--- config.mk ---
export PLATFORM = sky130hd
export DESIGN_NAME = dma_chan_regs
export DESIGN_NICKNAME = d
export VERILOG_FILES = /design/src/rtl/dma_chan_pkg.sv /design/src/rtl/dma_port_decode.sv /design/src/rtl/dma_word_reg.sv /design/src/rtl/dma_xfer_ctrl.sv /design/src/rtl/dma_chan_regs.sv
export SDC_FILE = /design/constraint.sdc
export NUM_CORES = 1
export LEC_CHECK = 0
export ABC_AREA = 1
export ABC_CLOCK_PERIOD_IN_PS = 2300
export BUFFER_PORTS_ARGS = -buffer_cell sky130_fd_sc_hd__buf_4
export CAP_MARGIN = 15
export CORE_UTILIZATION = 60
export DETAILED_ROUTE_END_ITERATION = 8
export PLACE_DENSITY = 0.81
export SETUP_SLACK_MARGIN = 0.1
export SKIP_CTS_REPAIR_TIMING = 1
export SLEW_MARGIN = 10
export SYNTH_ARGS = -nofsm -noshare
export SYNTH_HDL_FRONTEND = slang
export SYNTH_SLANG_ARGS = --single-unit
--- constraint.sdc ---
create_clock -name clk -period 2.3 [get_ports clk]
set_input_delay 0.115 -clock clk [delete_from_list [all_inputs] [get_ports clk]]
set_output_delay 0.115 -clock clk [all_outputs]
set_load 0.01 [all_outputs]
--- src/rtl/dma_chan_pkg.sv ---
// Shared types for the single DMA channel.
// Assumes a byte-wide I/O port; the mode fields sit in bits 7:2 of a mode write.
package dma_chan_pkg;

    localparam int BYTE_W = 8;

    typedef enum logic [1:0] {
        DIR_VERIFY   = 2'b00,
        DIR_TO_MEM   = 2'b01,
        DIR_FROM_MEM = 2'b10,
        DIR_RSVD     = 2'b11
    } xfer_dir_e;

    // Packed in the same order as mode-write bits 7:2
    typedef struct packed {
        logic [1:0] kind;
        logic       down;
        logic       auto_init;
        xfer_dir_e  dir;
    } chan_mode_t;

    typedef enum logic [1:0] {
        ST_IDLE = 2'b00,
        ST_MOVE = 2'b01,
        ST_HOLD = 2'b10
    } xfer_state_e;

endpackage

--- src/rtl/dma_port_decode.sv ---
// I/O write decoder for one DMA channel: shared byte pointer, mask bit,
// mode and page registers, and the byte-load strobes for the two word registers.
// Assumes one io_wr pulse per write. A mask write wins over set_mask in the same cycle.
module dma_port_decode
    import dma_chan_pkg::*;
#(
    parameter logic [1:0] CHAN       = 2'd2,
    parameter int         IO_AW      = 8,
    parameter int         PORT_ADDR  = 'h04,
    parameter int         PORT_CNT   = 'h05,
    parameter int         PORT_MASK  = 'h0A,
    parameter int         PORT_MODE  = 'h0B,
    parameter int         PORT_CLRFF = 'h0C,
    parameter int         PORT_PAGE  = 'h81
) (
    input  logic              clk,
    input  logic              rst_n,
    input  logic              io_wr,
    input  logic [IO_AW-1:0]  io_addr,
    input  logic [BYTE_W-1:0] io_wdata,
    input  logic              set_mask,
    output logic              masked,
    output chan_mode_t        mode,
    output logic [BYTE_W-1:0] page,
    output logic              addr_wr_lo,
    output logic              addr_wr_hi,
    output logic              cnt_wr_lo,
    output logic              cnt_wr_hi
);

    logic hi_sel;
    logic hit_addr, hit_cnt, hit_mask, hit_mode, hit_clr, hit_page;
    logic own_chan;

    // Port match decode
    always_comb begin
        hit_addr = io_wr && (io_addr == IO_AW'(PORT_ADDR));
        hit_cnt  = io_wr && (io_addr == IO_AW'(PORT_CNT));
        hit_mask = io_wr && (io_addr == IO_AW'(PORT_MASK));
        hit_mode = io_wr && (io_addr == IO_AW'(PORT_MODE));
        hit_clr  = io_wr && (io_addr == IO_AW'(PORT_CLRFF));
        hit_page = io_wr && (io_addr == IO_AW'(PORT_PAGE));
        own_chan = (io_wdata[1:0] == CHAN);
    end

    // Byte-load strobes steered by the shared pointer
    always_comb begin
        addr_wr_lo = hit_addr && !hi_sel;
        addr_wr_hi = hit_addr &&  hi_sel;
        cnt_wr_lo  = hit_cnt  && !hi_sel;
        cnt_wr_hi  = hit_cnt  &&  hi_sel;
    end

    // Shared low/high byte pointer
    always_ff @(posedge clk) begin
        if (!rst_n)                  hi_sel <= 1'b0;
        else if (hit_clr)            hi_sel <= 1'b0;
        else if (hit_addr || hit_cnt) hi_sel <= !hi_sel;
    end

    // Channel mask: software write first, then self-mask at terminal count
    always_ff @(posedge clk) begin
        if (!rst_n)                     masked <= 1'b1;
        else if (hit_mask && own_chan)  masked <= io_wdata[2];
        else if (set_mask)              masked <= 1'b1;
    end

    // Mode register, loaded only by writes that name this channel
    always_ff @(posedge clk) begin
        if (!rst_n)                    mode <= '0;
        else if (hit_mode && own_chan) mode <= chan_mode_t'(io_wdata[7:2]);
    end

    // Page register supplying the upper address byte
    always_ff @(posedge clk) begin
        if (!rst_n)        page <= '0;
        else if (hit_page) page <= io_wdata;
    end

    p_pointer_flips_r2: assert property (@(posedge clk) disable iff (!rst_n)
        (hit_addr || hit_cnt) |=> (hi_sel != $past(hi_sel)));
    p_clear_pointer_r2: assert property (@(posedge clk) disable iff (!rst_n)
        hit_clr |=> !hi_sel);
    p_foreign_mask_r3: assert property (@(posedge clk) disable iff (!rst_n)
        (hit_mask && !own_chan && !set_mask) |=> $stable(masked));

endmodule

--- src/rtl/dma_word_reg.sv ---
// Base/current register pair of two bytes, loaded a byte at a time.
// A byte write updates base and current together and beats reload or step.
// Reload copies base into current; step moves current by one, up or down.
module dma_word_reg
    import dma_chan_pkg::*;
#(
    parameter int W = 2 * BYTE_W
) (
    input  logic              clk,
    input  logic              rst_n,
    input  logic              wr_lo,
    input  logic              wr_hi,
    input  logic [BYTE_W-1:0] wdata,
    input  logic              step,
    input  logic              down,
    input  logic              reload,
    output logic [W-1:0]      cur
);

    localparam int HI_W = W - BYTE_W;

    logic [W-1:0] base;

    // Start value, written only by software
    always_ff @(posedge clk) begin
        if (!rst_n)     base <= '0;
        else if (wr_lo) base <= {base[W-1:BYTE_W], wdata};
        else if (wr_hi) base <= {wdata[HI_W-1:0], base[BYTE_W-1:0]};
    end

    // Working value: write, then reload, then step
    always_ff @(posedge clk) begin
        if (!rst_n)      cur <= '0;
        else if (wr_lo)  cur <= {cur[W-1:BYTE_W], wdata};
        else if (wr_hi)  cur <= {wdata[HI_W-1:0], cur[BYTE_W-1:0]};
        else if (reload) cur <= base;
        else if (step)   cur <= down ? cur - W'(1) : cur + W'(1);
    end

    p_reload_r11: assert property (@(posedge clk) disable iff (!rst_n)
        (reload && !wr_lo && !wr_hi) |=> (cur == $past(base)));
    p_step_r8: assert property (@(posedge clk) disable iff (!rst_n)
        (step && !reload && !wr_lo && !wr_hi) |=>
        (cur == ($past(down) ? $past(cur) - W'(1) : $past(cur) + W'(1))));
    p_write_both_r12: assert property (@(posedge clk) disable iff (!rst_n)
        wr_lo |=> (cur[BYTE_W-1:0] == base[BYTE_W-1:0]));

endmodule

--- src/rtl/dma_xfer_ctrl.sv ---
// Single-transfer handshake engine: one byte per dreq assertion.
// Idle -> Move (dack for one cycle) -> Hold until dreq is low -> Idle.
// Assumes dreq is synchronous to clk.
module dma_xfer_ctrl
    import dma_chan_pkg::*;
(
    input  logic       clk,
    input  logic       rst_n,
    input  logic       dreq,
    input  logic       masked,
    input  logic       cnt_zero,
    input  chan_mode_t mode,
    output logic       dack,
    output logic       mem_rd,
    output logic       mem_wr,
    output logic       tc,
    output logic       step,
    output logic       reload,
    output logic       set_mask
);

    xfer_state_e state;

    // Handshake sequencing
    always_ff @(posedge clk) begin
        if (!rst_n) begin
            state <= ST_IDLE;
        end else begin
            case (state)
                ST_IDLE: if (dreq && !masked) state <= ST_MOVE;
                ST_MOVE: state <= ST_HOLD;
                ST_HOLD: if (!dreq) state <= ST_IDLE;
                default: state <= ST_IDLE;
            endcase
        end
    end

    // Per-byte outputs decoded from the move state
    always_comb begin
        dack     = (state == ST_MOVE);
        mem_wr   = dack && (mode.dir == DIR_TO_MEM);
        mem_rd   = dack && (mode.dir == DIR_FROM_MEM);
        tc       = dack && cnt_zero;
        step     = dack;
        reload   = tc && mode.auto_init;
        set_mask = tc && !mode.auto_init;
    end

    p_one_byte_r6: assert property (@(posedge clk) disable iff (!rst_n)
        dack |=> !dack);
    p_start_unmasked_r3: assert property (@(posedge clk) disable iff (!rst_n)
        (masked && !dack) |=> !dack);
    p_strobe_excl_r7: assert property (@(posedge clk) disable iff (!rst_n)
        $onehot0({mem_rd, mem_wr}));
    p_strobe_in_dack_r7: assert property (@(posedge clk) disable iff (!rst_n)
        (mem_rd || mem_wr) |-> dack);
    p_tc_in_dack_r9: assert property (@(posedge clk) disable iff (!rst_n)
        tc |-> dack);

endmodule

--- src/rtl/dma_chan_regs.sv ---
// Top of one DMA channel: port decoder, address and count word registers,
// and the handshake engine. mem_addr is the page byte over the current address.
// Assumes the I/O interface and the peripheral are synchronous to clk.
module dma_chan_regs
    import dma_chan_pkg::*;
#(
    parameter logic [1:0] CHAN       = 2'd2,
    parameter int         IO_AW      = 8,
    parameter int         PORT_ADDR  = 'h04,
    parameter int         PORT_CNT   = 'h05,
    parameter int         PORT_MASK  = 'h0A,
    parameter int         PORT_MODE  = 'h0B,
    parameter int         PORT_CLRFF = 'h0C,
    parameter int         PORT_PAGE  = 'h81
) (
    input  logic                clk,
    input  logic                rst_n,
    input  logic                io_wr,
    input  logic [IO_AW-1:0]    io_addr,
    input  logic [BYTE_W-1:0]   io_wdata,
    input  logic                dreq,
    output logic                dack,
    output logic                mem_rd,
    output logic                mem_wr,
    output logic [3*BYTE_W-1:0] mem_addr,
    output logic                tc
);

    localparam int WORD_W = 2 * BYTE_W;

    logic              masked, set_mask, step, reload;
    logic              addr_wr_lo, addr_wr_hi, cnt_wr_lo, cnt_wr_hi;
    chan_mode_t        mode;
    logic [BYTE_W-1:0] page;
    logic [WORD_W-1:0] cur_addr, cur_cnt;

    dma_port_decode #(
        .CHAN(CHAN), .IO_AW(IO_AW), .PORT_ADDR(PORT_ADDR), .PORT_CNT(PORT_CNT),
        .PORT_MASK(PORT_MASK), .PORT_MODE(PORT_MODE), .PORT_CLRFF(PORT_CLRFF),
        .PORT_PAGE(PORT_PAGE)
    ) i_decode (
        .clk(clk), .rst_n(rst_n), .io_wr(io_wr), .io_addr(io_addr),
        .io_wdata(io_wdata), .set_mask(set_mask), .masked(masked), .mode(mode),
        .page(page), .addr_wr_lo(addr_wr_lo), .addr_wr_hi(addr_wr_hi),
        .cnt_wr_lo(cnt_wr_lo), .cnt_wr_hi(cnt_wr_hi)
    );

    dma_word_reg #(.W(WORD_W)) i_addr_reg (
        .clk(clk), .rst_n(rst_n), .wr_lo(addr_wr_lo), .wr_hi(addr_wr_hi),
        .wdata(io_wdata), .step(step), .down(mode.down), .reload(reload),
        .cur(cur_addr)
    );

    dma_word_reg #(.W(WORD_W)) i_cnt_reg (
        .clk(clk), .rst_n(rst_n), .wr_lo(cnt_wr_lo), .wr_hi(cnt_wr_hi),
        .wdata(io_wdata), .step(step), .down(1'b1), .reload(reload),
        .cur(cur_cnt)
    );

    dma_xfer_ctrl i_ctrl (
        .clk(clk), .rst_n(rst_n), .dreq(dreq), .masked(masked),
        .cnt_zero(cur_cnt == '0), .mode(mode), .dack(dack), .mem_rd(mem_rd),
        .mem_wr(mem_wr), .tc(tc), .step(step), .reload(reload),
        .set_mask(set_mask)
    );

    // Physical address presented with each byte
    always_comb mem_addr = {page, cur_addr};

    p_tc_masks_r10: assert property (@(posedge clk) disable iff (!rst_n)
        (tc && !mode.auto_init && !(io_wr && io_addr == IO_AW'(PORT_MASK))) |=> masked);
    p_auto_stays_open_r11: assert property (@(posedge clk) disable iff (!rst_n)
        (tc && mode.auto_init && !(io_wr && io_addr == IO_AW'(PORT_MASK))) |=> !masked);
    p_page_hold_r5: assert property (@(posedge clk) disable iff (!rst_n)
        (dack && !io_wr) |=> $stable(mem_addr[3*BYTE_W-1:WORD_W]));

endmodule

==> metrics.txt, run 1 <==
status=finished clean; core area=8180 µm²; PD cells=461 nW/µm²; ys flop type=dfxtp_1; first-pass GRT wire length=22.1 mm; vias in the first global route=4860; Synth area leaders=dfxtp_1 (32%), nand2_1 (18%), inv_1 (11%); worst reg-to-reg setup slack=0.26 ns; reg-to-reg startpoint=i_cnt_reg.cur[0]; Post-synth EDFFs=0; cell taking the most area after synthesis=dfxtp_1; Avg Inst Size Synth=6.21 µm²; clk_lat worst skew=0.36 ns; mapped cell area=5030 µm²; total congestion overflow=0; leakage power=0.00268 µW; Yosys reg bits=80; # IOs=48; routed wire length=13.2 mm; largest net degree at the start of global routing=25; min cycle time layout=2.04 ns; drc violations=0; Gate Count Post-Synth=809; grt met1 use=39.7%; Critical Path AT=2.32 ns; final setup vio count=0; worst reg2reg path depth=9; maximum clock frequency=0.491 GHz; worst-margin pin slew=0.743 ns; CTS tree=done; maximum vdd drop=417 µV; depth of the CTS H-tree=3; met2 usage=56.9%; Area growth syn-to-layout=12.5%; Die X=93.5 µm; Setup crit start kind=flop; share of cells above drive strength 1=10.2%; # Max-Cap Violations=0; post-route setup TNS=0 ns; Post-synth top cells=nand2_1 (244), inv_1 (149), nand3_1 (86), a21oi_1 (80), dfxtp_1 (80); Die Footprint=8750 µm²; Yosys cell types=32; met3 Use GR=5.20%; Clk pin slew, worst setup/hold paths=0.08 ns; detailed placement HPWL=9.57 mm; drt via density=5.38; Initial Util=61.5%; Synth async-reset ratio=0%; Yosys Warn Count=0; sequential-to-total area share from yosys stat=31.9%; Worst Hold Depth=3; Worst Hold Class=in2reg; ant diodes=0; FF-to-FF End=i_cnt_reg.cur[7]; clk_skew=0.00914 ns; most used routing layer=met2; HP Start=rst_n; clock tree buffer depth=2; FP Rows=33; # fillers=765; Root Buffer Master=clkbuf_8; Die Ht=93.5 µm; Worst Path Required=2.59 ns; Slew Viols, Final=0; CTS buffer count=9; Hold Vio Cnt, Final=0; GP Congestion=0.963; Multi-input gate area=2710 µm²; First-pass DRT Iterations=5; PortBufs=47; CP Capture Type=flop; most common cell in the synthesized netlist=nand2_1; Hold Crit Endpoint=i_ctrl.state[0]; Layout Utilization=69.2%; final worst-path cycle share=88.6%; CP Class=reg2reg; Post-DRT Antenna Nets=0; Clock Sinks=80; post-synthesis net count=846; Slew HR=50.1%; worst-path fanout max=18; Reg area=1600 µm²; post-synth top area share=31.9%; gr usage total=32.2%; vias post-DR=5189; initial antenna violation count=0; DRT iter0 DRCs=376; Final #Nets=893; WL per Instance=13.6 µm; RSZ-0062 raised after global routing=no
[power by group]
group	switching [µW]	internal (µW)
registers	1.05	1380
logic	72.1	36.0
clock network	511	603
total	584	2020
[worst max-delay path, cell delays in order (launching register included)]
cell and delay [ns]:
dfxtp_1 0.32, inv_1 0.15, ha_1 0.23, nand3_1 0.09
nor2_1 0.11, nand4_1 0.28, buf_4 0.33, a21oi_1 0.15
o21ai_0 0.13, a21oi_1 0.18
[cell type report]
type / instances / area share, %
tap: 105 / 2.32
clock inverter: 4 / 1.24
multi-input combinational: 554 / 47.9
inverter: 153 / 10.2
clock buffer: 11 / 2.32
sequential: 80 / 28.3
timing repair buffer: 58 / 7.75
[metrics by stage]
stage / instances / worst slack (ns) / total power, µW / hold WS (ns) / cell area [µm²]
final: 965 / 0.262 / 2610 / 0.0486 / 5650
after global routing: 965 / 0.107 / 2670 / 0.0549 / 5650
after CTS: 964 / 0.190 / 2610 / -0.0221 / 5640
after detailed placement: 949 / 0.203 / 1520 / 0.366 / 5440
after global placement: 949 / 0.251 / 1520 / 0.357 / 5440
after floorplan: 809 / 0.393 / 1460 / 0.234 / 5030
[kinds of logic after synthesis]
group                    synth area share (%)
AO/OA/AOI/OAI                            11.7
flip-flops                               31.9
XOR/XNOR                                 1.92
adder cells (fa/ha/maj)                  4.38
AND/OR/NAND/NOR                          35.8
buffers and inverters                    14.3
[placed cells by master (no fill, tap or decap), drive strengths merged, types with 2 or more instances in the layout]
cell / instances
nor2: 51
clkbuf: 11
xnor2: 6
ha: 16
inv: 153
nand3: 89
nand4: 13
o21ai: 23
dfxtp: 80
nor3: 11
nand2: 245
clkinv: 2
bufinv: 2
a211oi: 8
nor4: 2
a21oi: 80
buf: 57
xor2: 5
[how the worst max path moves through the flow]
stage | start | to | slack (ns)
after detailed placement | i_decode.mode[3] | i_addr_reg.cur[15] | 0.20
after global placement | i_decode.mode[3] | i_addr_reg.cur[15] | 0.25
after floorplan | i_decode.mode[3] | i_addr_reg.cur[15] | 0.39
after global routing | i_cnt_reg.cur[0] | i_cnt_reg.cur[7] | 0.11
final | i_cnt_reg.cur[0] | i_cnt_reg.cur[7] | 0.26
after CTS | i_decode.mode[3] | i_addr_reg.cur[15] | 0.19
[routing by layer]
| layer | vias to the layer above | wire length, µm |
|---|---|---|
| met2 | 154 | 6410 |
| met5 | - | 0 |
| li1 | 2642 | - |
| met3 | 23 | 643 |
| met1 | 2370 | 5830 |
| met4 | 0 | 272 |
[state kept, by name (all words and copies together), names as in the netlist]
name             cells
i_addr_reg.cur      16
i_addr_reg.base     16
i_decode.masked      1
i_decode.mode        4
i_cnt_reg.base      16
i_decode.page        8
i_ctrl.state         2
i_cnt_reg.cur       16
i_decode.hi_sel      1
No activity file was read; power rests on OpenSTA's default activity.
==> inputs of run 2 (changes only) <==
--- a/config.mk
+++ b/config.mk
@@ -6,12 +6,13 @@
 export NUM_CORES = 1
 export LEC_CHECK = 0
 export ABC_AREA = 1
-export ABC_CLOCK_PERIOD_IN_PS = 2300
+export ABC_CLOCK_PERIOD_IN_PS = 2600
 export BUFFER_PORTS_ARGS = -buffer_cell sky130_fd_sc_hd__buf_4
 export CAP_MARGIN = 15
-export CORE_UTILIZATION = 60
+export CORE_UTILIZATION = 65
 export DETAILED_ROUTE_END_ITERATION = 8
-export PLACE_DENSITY = 0.81
+export PLACE_DENSITY = 0.86
+export RECOVER_POWER = 50
 export SETUP_SLACK_MARGIN = 0.1
 export SKIP_CTS_REPAIR_TIMING = 1
 export SLEW_MARGIN = 10
==> constraint.sdc (replaced) <==
create_clock -name clk -period 2.6 [get_ports clk]
set_input_delay 0.13 -clock clk [delete_from_list [all_inputs] [get_ports clk]]
set_output_delay 0.13 -clock clk [all_outputs]
set_load 0.01 [all_outputs]
==> metrics.txt, run 2 (same netlist as run 1, synthesis figures left out) <==
Multi-input gate area=2680 µm² (-1.1%); FP Rows=31 (-6.1%); depth of the CTS H-tree=3 (unchanged); Design Area, Final=5540 µm² (-2.0%); initial antenna violation count=0 (unchanged); drt via density=5.52 (+2.7%); leakage power=0.00257 µW (-4.2%); Die X=89.9 µm (-3.8%); core area=7370 µm² (-9.9%); FF-to-FF End=i_addr_reg.cur[1]; critical path, cell by cell=inv_1, nor2_1, nand3_2, nor3_4, nand3_4, inv_2, nand2_1, nand3_1, a21oi_1; CP peak stage delay=0.37 ns (+0.04 ns); clock tree buffer depth=2 (unchanged); crit-path leading delay family=simple AND/OR/NAND/NOR gates; reg-to-reg startpoint=i_ctrl.state[0]; worst-margin pin slew=1.23 ns (+0.489 ns); # Max-Cap Violations=0 (unchanged); crit path buf inv count=2 (unchanged); WL per Instance=14.1 µm (+3.5%); CTS tree=done; maximum vdd drop=440 µV (+5.6%); final setup vio count=0 (unchanged); share of cells above drive strength 1=6.08% (-4.2 points); Post-DRT Antenna Nets=0 (unchanged); First-pass DRT Iterations=8 (+3); final worst-path cycle share=82.6% (-6.0 points); gr usage total=34.1% (+1.9 points); Area growth syn-to-layout=10.3%; Final #Nets=887 (-0.67%); CP Class=reg2reg; commonest cells after routing, fill and taps aside=nand2_1 (244), inv_1 (151), nand3_1 (87); commonest non-fill, non-tap cell in the layout=nand2_1; Slowest-stage cell, CP=nor3_4; total congestion overflow=0 (unchanged); PortBufs=47 (unchanged); Hold Vio Cnt, Final=0 (unchanged); Slew Viols, Final=0 (unchanged); PD cells=457 nW/µm² (-0.89%); worst reg2reg path depth=9 (unchanged); detailed placement HPWL=9.76 mm (+2.0%); # IOs=48 (unchanged); GP Congestion=0.919 (-4.6%); Die Footprint=8090 µm² (-7.5%); worst hold slack=0.00387 ns (-0.0448 ns); worst reg-to-reg setup slack=0.45 ns (+0.19 ns); Worst Path Required=2.85 ns (+0.26 ns); CTS buffer count=9 (unchanged); CP Capture Type=flop; first-pass GRT wire length=22.7 mm (+2.6%); DRT iter0 DRCs=418 (+11%); ant diodes=0 (unchanged); vias post-DR=5269 (+1.5%); HP Start=dreq; Clock Sinks=80 (unchanged); Setup crit start kind=flop; RSZ-0062 raised after global routing=no; maximum clock frequency=0.466 GHz (-5.1%); # fillers=670 (-12%); clk_skew=0.00853 ns (-0.000608 ns); worst-path fanout max=21 (+3); status=finished clean; Die Ht=89.9 µm (-3.8%); drc violations=0 (unchanged); Hold Crit Endpoint=i_ctrl.state[0]; Critical Path AT=2.39 ns (+0.07 ns); min cycle time layout=2.15 ns (+0.109 ns); Setup crit start=i_ctrl.state[0]; dpl cell area=5410 µm² (-0.60%); largest net degree at the start of global routing=48 (+92%); Reg area=1600 µm² (about the same); routed wire length=13.5 mm (+2.3%); post-route setup TNS=0 ns (unchanged); Worst Hold Depth=3 (unchanged); Clk pin slew, worst setup/hold paths=0.09 ns (about the same); clk_lat worst skew=0.36 ns (about the same); Initial Util=68.2% (+6.7 points); vias in the first global route=5090 (+4.7%); Root Buffer Master=clkbuf_8; Slew HR=17.2% (-33 points); Worst Hold Class=in2reg
[run 2: changes by cell type in the layout (fill, tap and decap cells not counted), moves of 2 or more]
| cell | previous run | this run |
|---|---|---|
| inv_1 | 149 | 151 |
| bufinv_16 | 2 | 4 |
| nor2_1 | 45 | 47 |
| buf_4 | 57 | 23 |
| clkbuf_1 | 2 | 28 |
| nor2_4 | 3 | 1 |
| inv_2 | 4 | 2 |
[run 2: how the worst max path moves through the flow]
stage | slack (ns) | endpoint | cells after the start
2_1_floorplan | 0.69 | i_addr_reg.cur[15] | 10
6_report | 0.45 | i_addr_reg.cur[1] | 9
3_5_place_dp | 0.55 | i_addr_reg.cur[11] | 10
3_3_place_gp | 0.60 | i_addr_reg.cur[11] | 10
5_1_grt | 0.32 | i_addr_reg.cur[1] | 9
4_1_cts | 0.54 | i_addr_reg.cur[11] | 10
[run 2: area by class of cell]
cell class                 count  area share (%)
multi-input combinational    554            48.3
sequential                    80            28.9
inverter                     153            10.4
timing repair buffer          52            5.37
clock inverter                 7            2.57
clock buffer                   9            2.24
tap                           99            2.24
[run 2: metal layers]
metal	global-route usage, %	wire, µm	vias up
met5	0	0	-
met4	13.6	347	0
met3	4.91	1100	34
met2	60.4	6500	229
met1	41.5	5520	2375
li1	-	-	2631
[run 2: per-stage QoR]
| step | instances | worst slack (ns) | total power [µW] | utilization (%) |
|---|---|---|---|---|
| after global routing | 954 | 0.320 | 2600 | 75.2 |
| after detailed placement | 938 | 0.550 | 1350 | 73.4 |
| final | 954 | 0.453 | 2530 | 75.2 |
| after floorplan | 809 | 0.693 | 1290 | - |
| after CTS | 954 | 0.536 | 2540 | 77.0 |
| after global placement | 938 | 0.605 | 1350 | 73.4 |
[run 2: worst register-to-register path: cells and delay by family (launching register included)]
kind                   cells  cell delay, ns
AOI/OAI and AO/OA          1            0.07
buffers and inverters      2            0.39
DFF                        1            0.34
and+or+nand+nor            6            1.25
[run 2: report_power, final]
part	total (µW)	leakage (µW)	switching, µW	internal, µW
Combinational	91.5	0.00179	63.1	28.4
Clock	1220	0.000134	478	738
Sequential	1230	0.000644	0.863	1220
